<file path="src/rtl/rsg_pkg.sv">
package rsg_pkg;

  typedef enum logic [2:0] {
    ST_IDLE   = 3'd0,
    ST_DRIVE  = 3'd1,
    ST_SETTLE = 3'd2,
    ST_WAIT   = 3'd3,
    ST_CHECK  = 3'd4
  } seqState_t;

  typedef enum logic [1:0] {
    CAUSE_NONE = 2'b00,
    CAUSE_POR  = 2'b01,
    CAUSE_CMON = 2'b10,
    CAUSE_WDOG = 2'b11
  } rstCause_t;

  typedef enum logic [1:0] {
    LIM_DRIVE  = 2'd0,
    LIM_SETTLE = 2'd1,
    LIM_WAIT   = 2'd2,
    LIM_NONE   = 2'd3
  } limSel_t;

  // strobes from control to datapath
  typedef struct packed {
    logic    cntClr;
    logic    cntEn;
    limSel_t limSel;
    logic    drivePin;
    logic    holdRst;
    logic    latchCause;
  } seqStrobe_t;

endpackage

</file>
<file path="src/rtl/rsg_ctrl.sv">
module rsg_ctrl
  import rsg_pkg::*;
(
  input  logic       clk,
  input  logic       porN,
  input  logic       cmonReq,
  input  logic       wdogReq,
  input  logic       phaseEnd,
  input  logic       pinHigh,
  output seqStrobe_t strb
);

  seqState_t stateQ, stateD;
  logic      anyReq;

  assign anyReq = cmonReq | wdogReq;

  always_comb begin
    stateD = stateQ;
    if (anyReq) begin
      stateD = ST_DRIVE;
    end else begin
      case (stateQ)
        ST_IDLE:   stateD = ST_IDLE;
        ST_DRIVE:  if (phaseEnd) stateD = ST_SETTLE;
        ST_SETTLE: if (phaseEnd) stateD = ST_WAIT;
        ST_WAIT:   if (phaseEnd) stateD = ST_CHECK;
        ST_CHECK:  if (pinHigh)  stateD = ST_IDLE;
        default:   stateD = ST_DRIVE;
      endcase
    end
  end

  always_ff @(posedge clk or negedge porN) begin
    if (!porN) stateQ <= ST_DRIVE;
    else       stateQ <= stateD;
  end

  always_comb begin
    strb.cntClr     = anyReq || (stateD != stateQ);
    strb.cntEn      = (stateQ == ST_DRIVE) || (stateQ == ST_SETTLE) || (stateQ == ST_WAIT);
    strb.drivePin   = (stateD == ST_DRIVE);
    strb.holdRst    = (stateD != ST_IDLE);
    strb.latchCause = anyReq;
    case (stateQ)
      ST_DRIVE:  strb.limSel = LIM_DRIVE;
      ST_SETTLE: strb.limSel = LIM_SETTLE;
      ST_WAIT:   strb.limSel = LIM_WAIT;
      default:   strb.limSel = LIM_NONE;
    endcase
  end

  // any request forces the drive phase on the next cycle
  p_req_restart_r6: assert property (@(posedge clk) disable iff (!porN)
    anyReq |=> (stateQ == ST_DRIVE));

  // the check phase is only left once the synchronised pin is high
  p_hold_while_low_r4: assert property (@(posedge clk) disable iff (!porN)
    (stateQ == ST_CHECK && !pinHigh && !anyReq) |=> (stateQ == ST_CHECK));

  // the wait phase is only entered from the settle phase
  p_phase_order_r3: assert property (@(posedge clk) disable iff (!porN)
    (stateQ == ST_WAIT && $past(stateQ) != ST_WAIT) |-> ($past(stateQ) == ST_SETTLE));

endmodule

</file>
<file path="src/rtl/rsg_datapath.sv">
module rsg_datapath
  import rsg_pkg::*;
#(
  parameter int DRIVE_CYC   = 128,
  parameter int SETTLE_CYC  = 4,
  parameter int WAIT_CYC    = 64,
  parameter int SYNC_STAGES = 2
) (
  input  logic       clk,
  input  logic       porN,
  input  logic       cmonReq,
  input  logic       wdogReq,
  input  logic       pinIn,
  input  seqStrobe_t strb,
  output logic       phaseEnd,
  output logic       pinHigh,
  output logic       pinPullDn,
  output logic       sysRst,
  output logic [1:0] causeOut
);

  localparam int MAX_AB  = (DRIVE_CYC > WAIT_CYC) ? DRIVE_CYC : WAIT_CYC;
  localparam int MAX_CYC = (MAX_AB > SETTLE_CYC) ? MAX_AB : SETTLE_CYC;
  localparam int CNT_W   = (MAX_CYC > 2) ? $clog2(MAX_CYC) : 1;
  localparam logic [CNT_W-1:0] LIM_DRV = CNT_W'(DRIVE_CYC - 1);
  localparam logic [CNT_W-1:0] LIM_SET = CNT_W'(SETTLE_CYC - 1);
  localparam logic [CNT_W-1:0] LIM_WT  = CNT_W'(WAIT_CYC - 1);

  logic [CNT_W-1:0]       cntQ;
  logic [CNT_W-1:0]       limVal;
  logic [SYNC_STAGES-1:0] syncQ;
  rstCause_t              causeQ;
  logic                   anyReq;

  assign anyReq = cmonReq | wdogReq;

  // pin synchroniser, depth picked by parameter
  if (SYNC_STAGES == 1) begin : g_sync_one
    always_ff @(posedge clk or negedge porN) begin
      if (!porN) syncQ <= '0;
      else       syncQ <= pinIn;
    end
  end else begin : g_sync_chain
    always_ff @(posedge clk or negedge porN) begin
      if (!porN) syncQ <= '0;
      else       syncQ <= {syncQ[SYNC_STAGES-2:0], pinIn};
    end
  end

  assign pinHigh = syncQ[SYNC_STAGES-1];

  // one counter shared by all timed phases
  always_comb begin
    case (strb.limSel)
      LIM_DRIVE:  limVal = LIM_DRV;
      LIM_SETTLE: limVal = LIM_SET;
      LIM_WAIT:   limVal = LIM_WT;
      default:    limVal = '1;
    endcase
  end

  always_ff @(posedge clk or negedge porN) begin
    if (!porN)             cntQ <= '0;
    else if (strb.cntClr)  cntQ <= '0;
    else if (strb.cntEn)   cntQ <= cntQ + 1'b1;
  end

  assign phaseEnd = (cntQ == limVal);

  always_ff @(posedge clk or negedge porN) begin
    if (!porN) begin
      pinPullDn <= 1'b1;
      sysRst    <= 1'b1;
    end else begin
      pinPullDn <= strb.drivePin;
      sysRst    <= strb.holdRst;
    end
  end

  always_ff @(posedge clk or negedge porN) begin
    if (!porN)                causeQ <= CAUSE_POR;
    else if (strb.latchCause) causeQ <= cmonReq ? CAUSE_CMON : CAUSE_WDOG;
  end

  assign causeOut = sysRst ? CAUSE_NONE : causeQ;

  // counter never runs past the limit of the active phase
  p_cnt_bound_r2: assert property (@(posedge clk) disable iff (!porN)
    strb.cntEn |-> (cntQ <= limVal));

  // pin is only pulled while internal reset is active
  p_pin_in_reset_r1: assert property (@(posedge clk) disable iff (!porN)
    pinPullDn |-> sysRst);

  // a released reset always reports a real cause
  p_cause_known_r7: assert property (@(posedge clk) disable iff (!porN)
    $fell(sysRst) |-> (causeOut != CAUSE_NONE));

  // outside reset the cause holds until a new request
  p_cause_hold_r8: assert property (@(posedge clk) disable iff (!porN)
    (!sysRst && !anyReq) |=> $stable(causeOut));

endmodule

</file>
<file path="src/rtl/rst_seq_gen.sv">
module rst_seq_gen
  import rsg_pkg::*;
#(
  parameter int DRIVE_CYC   = 128,
  parameter int EXTRA_DLY   = 2,
  parameter int WAIT_CYC    = 64,
  parameter int SYNC_STAGES = 2
) (
  input  logic       clk,
  input  logic       porN,
  input  logic       cmonReq,
  input  logic       wdogReq,
  input  logic       pinIn,
  output logic       pinPullDn,
  output logic       sysRst,
  output logic [1:0] causeOut
);

  localparam int SETTLE_CYC = SYNC_STAGES + EXTRA_DLY;

  seqStrobe_t strb;
  logic       phaseEnd;
  logic       pinHigh;

  rsg_ctrl u_ctrl (
    .clk      (clk),
    .porN     (porN),
    .cmonReq  (cmonReq),
    .wdogReq  (wdogReq),
    .phaseEnd (phaseEnd),
    .pinHigh  (pinHigh),
    .strb     (strb)
  );

  rsg_datapath #(
    .DRIVE_CYC   (DRIVE_CYC),
    .SETTLE_CYC  (SETTLE_CYC),
    .WAIT_CYC    (WAIT_CYC),
    .SYNC_STAGES (SYNC_STAGES)
  ) u_dp (
    .clk       (clk),
    .porN      (porN),
    .cmonReq   (cmonReq),
    .wdogReq   (wdogReq),
    .pinIn     (pinIn),
    .strb      (strb),
    .phaseEnd  (phaseEnd),
    .pinHigh   (pinHigh),
    .pinPullDn (pinPullDn),
    .sysRst    (sysRst),
    .causeOut  (causeOut)
  );

endmodule

</file>
<file path="config.mk">
export PLATFORM = sky130hd
export DESIGN_NAME = rst_seq_gen
export DESIGN_NICKNAME = d
export VERILOG_FILES = /design/src/rtl/rsg_pkg.sv /design/src/rtl/rsg_ctrl.sv /design/src/rtl/rsg_datapath.sv /design/src/rtl/rst_seq_gen.sv
export SDC_FILE = /design/constraint.sdc
export NUM_CORES = 1
export LEC_CHECK = 0
export CAP_MARGIN = 20
export CORE_MARGIN = 2
export CORE_UTILIZATION = 40
export DETAILED_ROUTE_END_ITERATION = 12
export DONT_BUFFER_PORTS = 1
export PLACE_DENSITY = 0.65
export SETUP_SLACK_MARGIN = 0.4
export SLEW_MARGIN = 10
export SYNTH_ARGS = -nofsm -noshare
export SYNTH_HDL_FRONTEND = slang
export SYNTH_SLANG_ARGS = --single-unit
</file>
<file path="constraint.sdc">
create_clock -name clk -period 2.8 [get_ports clk]
set_clock_uncertainty 0.2 [all_clocks]
set_input_delay 0.42 -clock clk [delete_from_list [all_inputs] [get_ports clk]]
set_output_delay 0.42 -clock clk [all_outputs]
set_load 0.05 [all_outputs]
</file>
==> results of run 1 <==
what timing repair did:
item	4_1_cts	5_1_grt
buffers inserted	0	3
hold endpoints to repair	19	0
hold buffers	4	0
endpoints found under the setup margin	0	8
gates resized for setup	0	6
flip-flops by register name, summed over array words and instances (netlist names):
signal          cells
u_dp.cntQ           7
u_ctrl.stateQ       3
u_dp.causeQ         2
u_dp.syncQ          2
u_dp.pinPullDn      1
u_dp.sysRst         1
routing by layer:
metal / wire, microns / up-vias / part of all wire / GRT usage
met5: 0 / - / 0 / 0
met4: 20 / 0 / 0.013 / 0.0571
met3: 26 / 2 / 0.017 / 0.0278
met2: 789 / 6 / 0.52 / 0.256
met1: 695 / 297 / 0.45 / 0.169
li1: - / 292 / - / -
final cells by class:
| type | instances | area (sq um) | area share |
|---|---|---|---|
| Sequential cell | 16 | 407 | 0.412 |
| Multi-Input combinational cell | 57 | 423 | 0.429 |
| Tap cell | 27 | 33.8 | 0.0343 |
| Inverter | 1 | 3.75 | 0.00381 |
| Timing Repair Buffer | 9 | 82.6 | 0.0838 |
| Clock buffer | 4 | 36.3 | 0.0368 |
power breakdown:
group	total, W	internal [W]	switching [W]
logic	0.0000194	0.00000816	0.0000113
clock network	0.000153	0.0000793	0.0000739
registers	0.000238	0.000236	0.00000266
synth_stat cells, types with 2 or more instances:
library cell	n
ha_1	2
nor3_1	2
xor2_1	5
o31ai_1	2
xnor2_1	2
nand3_1	3
nor2_1	12
or3_1	2
nand2_1	4
dfrtp_1	12
nor2b_1	2
o21ai_0	3
nand4_1	3
dfstp_2	4
clkbuf_1	3
o21a_1	2
logic make-up (layout without fill, tap and decap cells):
logic type / Yosys count / in the layout / share of synthesized area
compound gates: 11 / 11 / 0.105
fa+ha+maj: 2 / 2 / 0.0312
buf+inv: 5 / 14 / 0.0250
flops: 16 / 16 / 0.506
mux: 1 / 1 / 0.0172
xor+xnor: 7 / 7 / 0.0766
simple gates: 36 / 36 / 0.239
stage by stage:
step | setup WS (ns) | hold slack [ns]
4_1_cts | 0.440 | 0.0344
6_report | 0.494 | 0.0367
2_1_floorplan | 0.409 | -0.0756
5_1_grt | 0.395 | 0.0207
3_3_place_gp | 0.528 | -0.0753
3_5_place_dp | 0.452 | -0.0752
worst max-delay path, delay by kind of cell, from the launching register on:
kind	cells	cell delay (ns)
flops	1	0.58
simple gates	3	0.60
xor+xnor	1	0.20
fa+ha+maj	1	0.33
compound gates	1	0.29
path summary, 6_finish.rpt:
path	from	end	slack (ns)
worst max register to register	u_ctrl.stateQ[0]	u_ctrl.stateQ[1]	0.49
max in group asynchronous	porN	u_ctrl.stateQ[2]	1.47
worst min-delay path	cmonReq	u_dp.causeQ[1]	0.04
worst min register to register	u_dp.syncQ[0]	u_dp.syncQ[1]	0.15
min in group asynchronous	porN	u_ctrl.stateQ[1]	0.42
worst max-delay path	u_ctrl.stateQ[0]	u_ctrl.stateQ[1]	0.49
==> summary.txt, run 1 <==
Global route
  – Grt ovf: 0
  – First-pass GRT wire length: 2680 microns
  – Initial antenna violation count: 0
  – Vias in the first global route: 641
  – Largest net degree at the start of global routing: 17
  – All-layer global routing usage: 0.144

Worst setup path
  – Worst-path fanout max: 6
  – Path depth of the worst reg2reg path: 6
  – Crit-path max cell delay: 0.58 ns
  – Critical path cell sequence: nand3b_1 > ha_1 > xnor2_2 > nand3_1 > or3_1 > a2111oi_4
  – Crit end category: register
  – CP Class: register to register
  – Slowest cell on crit path: dfstp_2
  – CP Data Arrival Time: 2.30 ns
  – Critical Path RT: 2.79 ns
  – Setup crit start kind: register

STA
  – # setup viols final: 0
  – Total negative setup slack: 0 ns
  – Hold Violations, Final: 0
  – Max transition margin: 0.508
  – Tmin final: 2.31 ns
  – Worst slew pin tran: 0.735 ns
  – Fin crit share: 0.824
  – Fmax: 434 MHz
  – Unrepaired setup endpoints after global routing: false
  – Slew Limit Fails: 0

Job
  – Max-capacitance violation count: 0

Floorplanning
  – Die area: 2380 sq um
  – Starting Density: 0.417
  – Die width: 48.7 microns
  – Row cnt: 16
  – Die Ht: 48.7 microns
  – Core Box Area: 1920 sq um
  – Io pins: 9

Placement
  – Placed instance count: 103
  – Placed Area: 838 sq um
  – Port buffer count: 0
  – Detailed placement HPWL: 1030 microns
  – Global placement routability congestion: 0.764

Min path
  – Hold path cells: 1
  – Hold WC Path Type: input pin to register

Finish
  – Nets: 95
  – FILL cells: 183
  – Area Growth Syn to Fin: 23.1%
  – Non-filler cells, final: 114
  – Antenna Cells: 0
  – Commonest non-fill, non-tap cell in the layout: nor2_1
  – Layout Utilization: 0.513
  – Design area: 986 sq um
  – Most frequent cells in the layout: nor2_1 (12), dfrtp_1 (11), xor2_1 (5)
  – Share of cells above drive strength 1: 0.241

Logic synthesis
  – Register area share after synthesis: 0.506
  – Yosys top cell area share: 0.375
  – Yosys warning total: 0
  – Main synth FF type: dfrtp_1
  – Mapped Cells: 78
  – Synth cell types: 31
  – Net count after synthesis: 85
  – Post-synth EDFFs: 0
  – Synth area leaders: dfrtp_1 (38%), dfstp_2 (13%), nor2_1 (5.6%)
  – Syn Area/Cell: 10.3 sq um
  – Post-synthesis register bit count: 16
  – Ys async rst share: 1.00
  – Synth area leader: dfrtp_1
  – Mapped Area: 801 sq um

Power
  – Pwr/cell area: 417 nW/um^2
  – Total Power: 0.000411 W
  – LEAKAGE: 0.388 nW
  – Worst VDD drop: 0.000246 V

Drt
  – Wire length per cell: 13.4 microns
  – Final ANT Viol Nets: 0
  – Via count: 597
  – Drt total wl: 1530 microns
  – DRC: 0
  – Drt pass-1 iters: 4
  – Vias per cell: 5.24
  – Drt initial violations: 13

Clock tree
  – Clk_lat worst skew: 0.29 ns
  – TritonCTS clock tree: yes
  – Num CTS Buffers: 3
  – H-tree lvl count: 1
  – Reg clk slew, reported paths: 0.09 ns
  – Clock Tree Buf Depth: 2
  – Clk sinks: 16
  – Clk root buf: clkbuf_4

Run status
  – Status: finished clean
(Power assumes the default switching activity.)
==> run 2, diff against run 1 <==
clock period = 2.3 ns   (was 2.8 ns; I/O delays follow)
==> run 2 against run 1 <==
Compared with the run above:
- register-to-register slack got worse by 0.38 ns
- count of clock-buffer cells in the layout did not move
- final cell count up 5.3%
- critical endpoint unchanged
- wire length increased by 11%
==> summary.txt, run 2 (same netlist as run 1, synthesis figures left out) <==
Worst setup path
  – Critical Path RT: 2.28 ns
  – R2r startpoint: u_ctrl.stateQ[0]
  – Crit path from: u_ctrl.stateQ[0]
  – Critical path cell sequence: buf_4 > nor3b_4 > ha_4 > mux2i_4 > o21ai_0 > a2111oi_4
  – CP Class: register to register
  – CP Data Arrival Time: 2.17 ns
  – Setup crit start kind: register
  – Crit-path max cell delay: 0.39 ns
  – Slowest cell on crit path: dfstp_2
  – Crit end category: register
  – Worst-path fanout max: 7

Placement
  – Placed Area: 861 sq um
  – Port buffer count: 0
  – Detailed placement HPWL: 1100 microns
  – Placed instance count: 106
  – Global placement routability congestion: 0.767

Global route
  – Initial antenna violation count: 0
  – Vias in the first global route: 660
  – Grt ovf: 0
  – All-layer global routing usage: 0.165
  – Largest net degree at the start of global routing: 17
  – First-pass GRT wire length: 2940 microns

Clock tree
  – Reg clk slew, reported paths: 0.09 ns
  – Clk_lat worst skew: 0.28 ns
  – Clk sinks: 16
  – Num CTS Buffers: 3
  – TritonCTS clock tree: yes
  – H-tree lvl count: 1
  – Clock Tree Buf Depth: 2
  – Clk root buf: clkbuf_4

STA
  – Max transition margin: 0.533
  – Fmax: 458 MHz
  – Worst slew pin tran: 0.698 ns
  – Fin crit share: 0.950
  – Slew Limit Fails: 0
  – Hold Violations, Final: 0
  – Tmin final: 2.18 ns
  – Unrepaired setup endpoints after global routing: true
  – WHS: 0.0248 ns
  – # setup viols final: 0
  – Total negative setup slack: 0 ns

Finish
  – Most flops, register: u_dp.cntQ
  – Commonest non-fill, non-tap cell in the layout: nor2_1
  – Most frequent cells in the layout: nor2_1 (12), dfrtp_1 (10), buf_4 (9)
  – Regs by FF count: u_dp.cntQ (7), u_ctrl.stateQ (3)
  – Antenna Cells: 0
  – Multi-input logic area: 469 sq um
  – FILL cells: 179
  – Non-filler cells, final: 120
  – Area Growth Syn to Fin: 34.8%
  – Nets: 101
  – Max reg flops: 7
  – Share of cells above drive strength 1: 0.376
  – Sequential cell area: 408 sq um
  – Design area: 1080 sq um

Floorplanning
  – Row cnt: 16
  – Io pins: 9
  – Die area: 2380 sq um
  – Starting Density: 0.417
  – Die Ht: 48.7 microns
  – Die width: 48.7 microns
  – Core Box Area: 1920 sq um

Min path
  – Worst hold start: cmonReq
  – Hold WC Path Type: input pin to register

Drt
  – Wire length per cell: 14.2 microns
  – Drt total wl: 1710 microns
  – Drt pass-1 iters: 3
  – Drt initial violations: 5
  – Via count: 621
  – Final ANT Viol Nets: 0
  – Vias per cell: 5.18
  – DRC: 0

Job
  – Max-capacitance violation count: 0

Power
  – Pwr/cell area: 461 nW/um^2
  – LEAKAGE: 0.414 nW
  – Worst VDD drop: 0.000404 V

Run status
  – Status: finished clean
run 2: cell types whose count changed in the layout (fill, tap and decap cells not counted), sizes merged:
cell,before,now
buf,4,10
dlymetal6s2s,1,0
dlygate4sd3,4,5
run 2: final timing paths:
path                               endpoint  slack, ns  cells after the start
max                        u_ctrl.stateQ[1]       0.12                      6
min in group asynchronous     u_dp.syncQ[0]       0.34                      1
min reg2reg                   u_dp.syncQ[1]       0.15                      0
max in group asynchronous  u_ctrl.stateQ[1]       1.07                      1
max reg2reg                u_ctrl.stateQ[1]       0.12                      6
min                        u_ctrl.stateQ[0]       0.02                      2
run 2: report_power, final:
group	internal (W)	total, W	switching, W	leakage [nW]
Clock	0.0000964	0.000181	0.0000850	0.0210
Sequential	0.000287	0.000290	0.00000341	0.195
Combinational	0.0000121	0.0000264	0.0000143	0.197
run 2: layer usage:
| metal | GRT usage | vias up | share of wire | routed length, microns |
|---|---|---|---|---|
| met4 | 0.0286 | 0 | 0 | 0 |
| li1 | - | 305 | - | - |
| met3 | 0.0679 | 0 | 0.044 | 75 |
| met1 | 0.179 | 308 | 0.42 | 711 |
| met5 | 0 | - | 0 | 0 |
| met2 | 0.301 | 8 | 0.54 | 919 |
run 2: layout make-up:
cell class	instances	share of cell area
repair buffers	15	0.119
multi-input cells	57	0.435
inverters	1	0.00348
well taps	27	0.0313
clock buffers	4	0.0336
flip-flops and latches	16	0.378
run 2: timing repair:
item / CTS / global route
endpoints found under the hold margin: 20 / 0
endpoints found under the setup margin: 11 / 11
hold buffers: 5 / 0
buffers inserted: 4 / 1
resized for setup: 9 / 7
pin swaps: 4 / 4
run 2: per-stage QoR:
step                power [W]  setup slack, ns  utilization
global placement     0.000307            0.131        0.448
global route         0.000529           0.0284        0.562
CTS                  0.000507            0.144        0.536
finish               0.000498            0.116        0.562
floorplan            0.000303           0.0894            -
detailed placement   0.000307           0.0759        0.448
run 2: critical path: cells and delay by family (launching register included):
family	cells	cell delay, ns
DFF	1	0.39
buffers and inverters	1	0.14
and+or+nand+nor	1	0.23
muxes	1	0.35
adders and majority gates	1	0.18
AOI/OAI and AO/OA	2	0.60
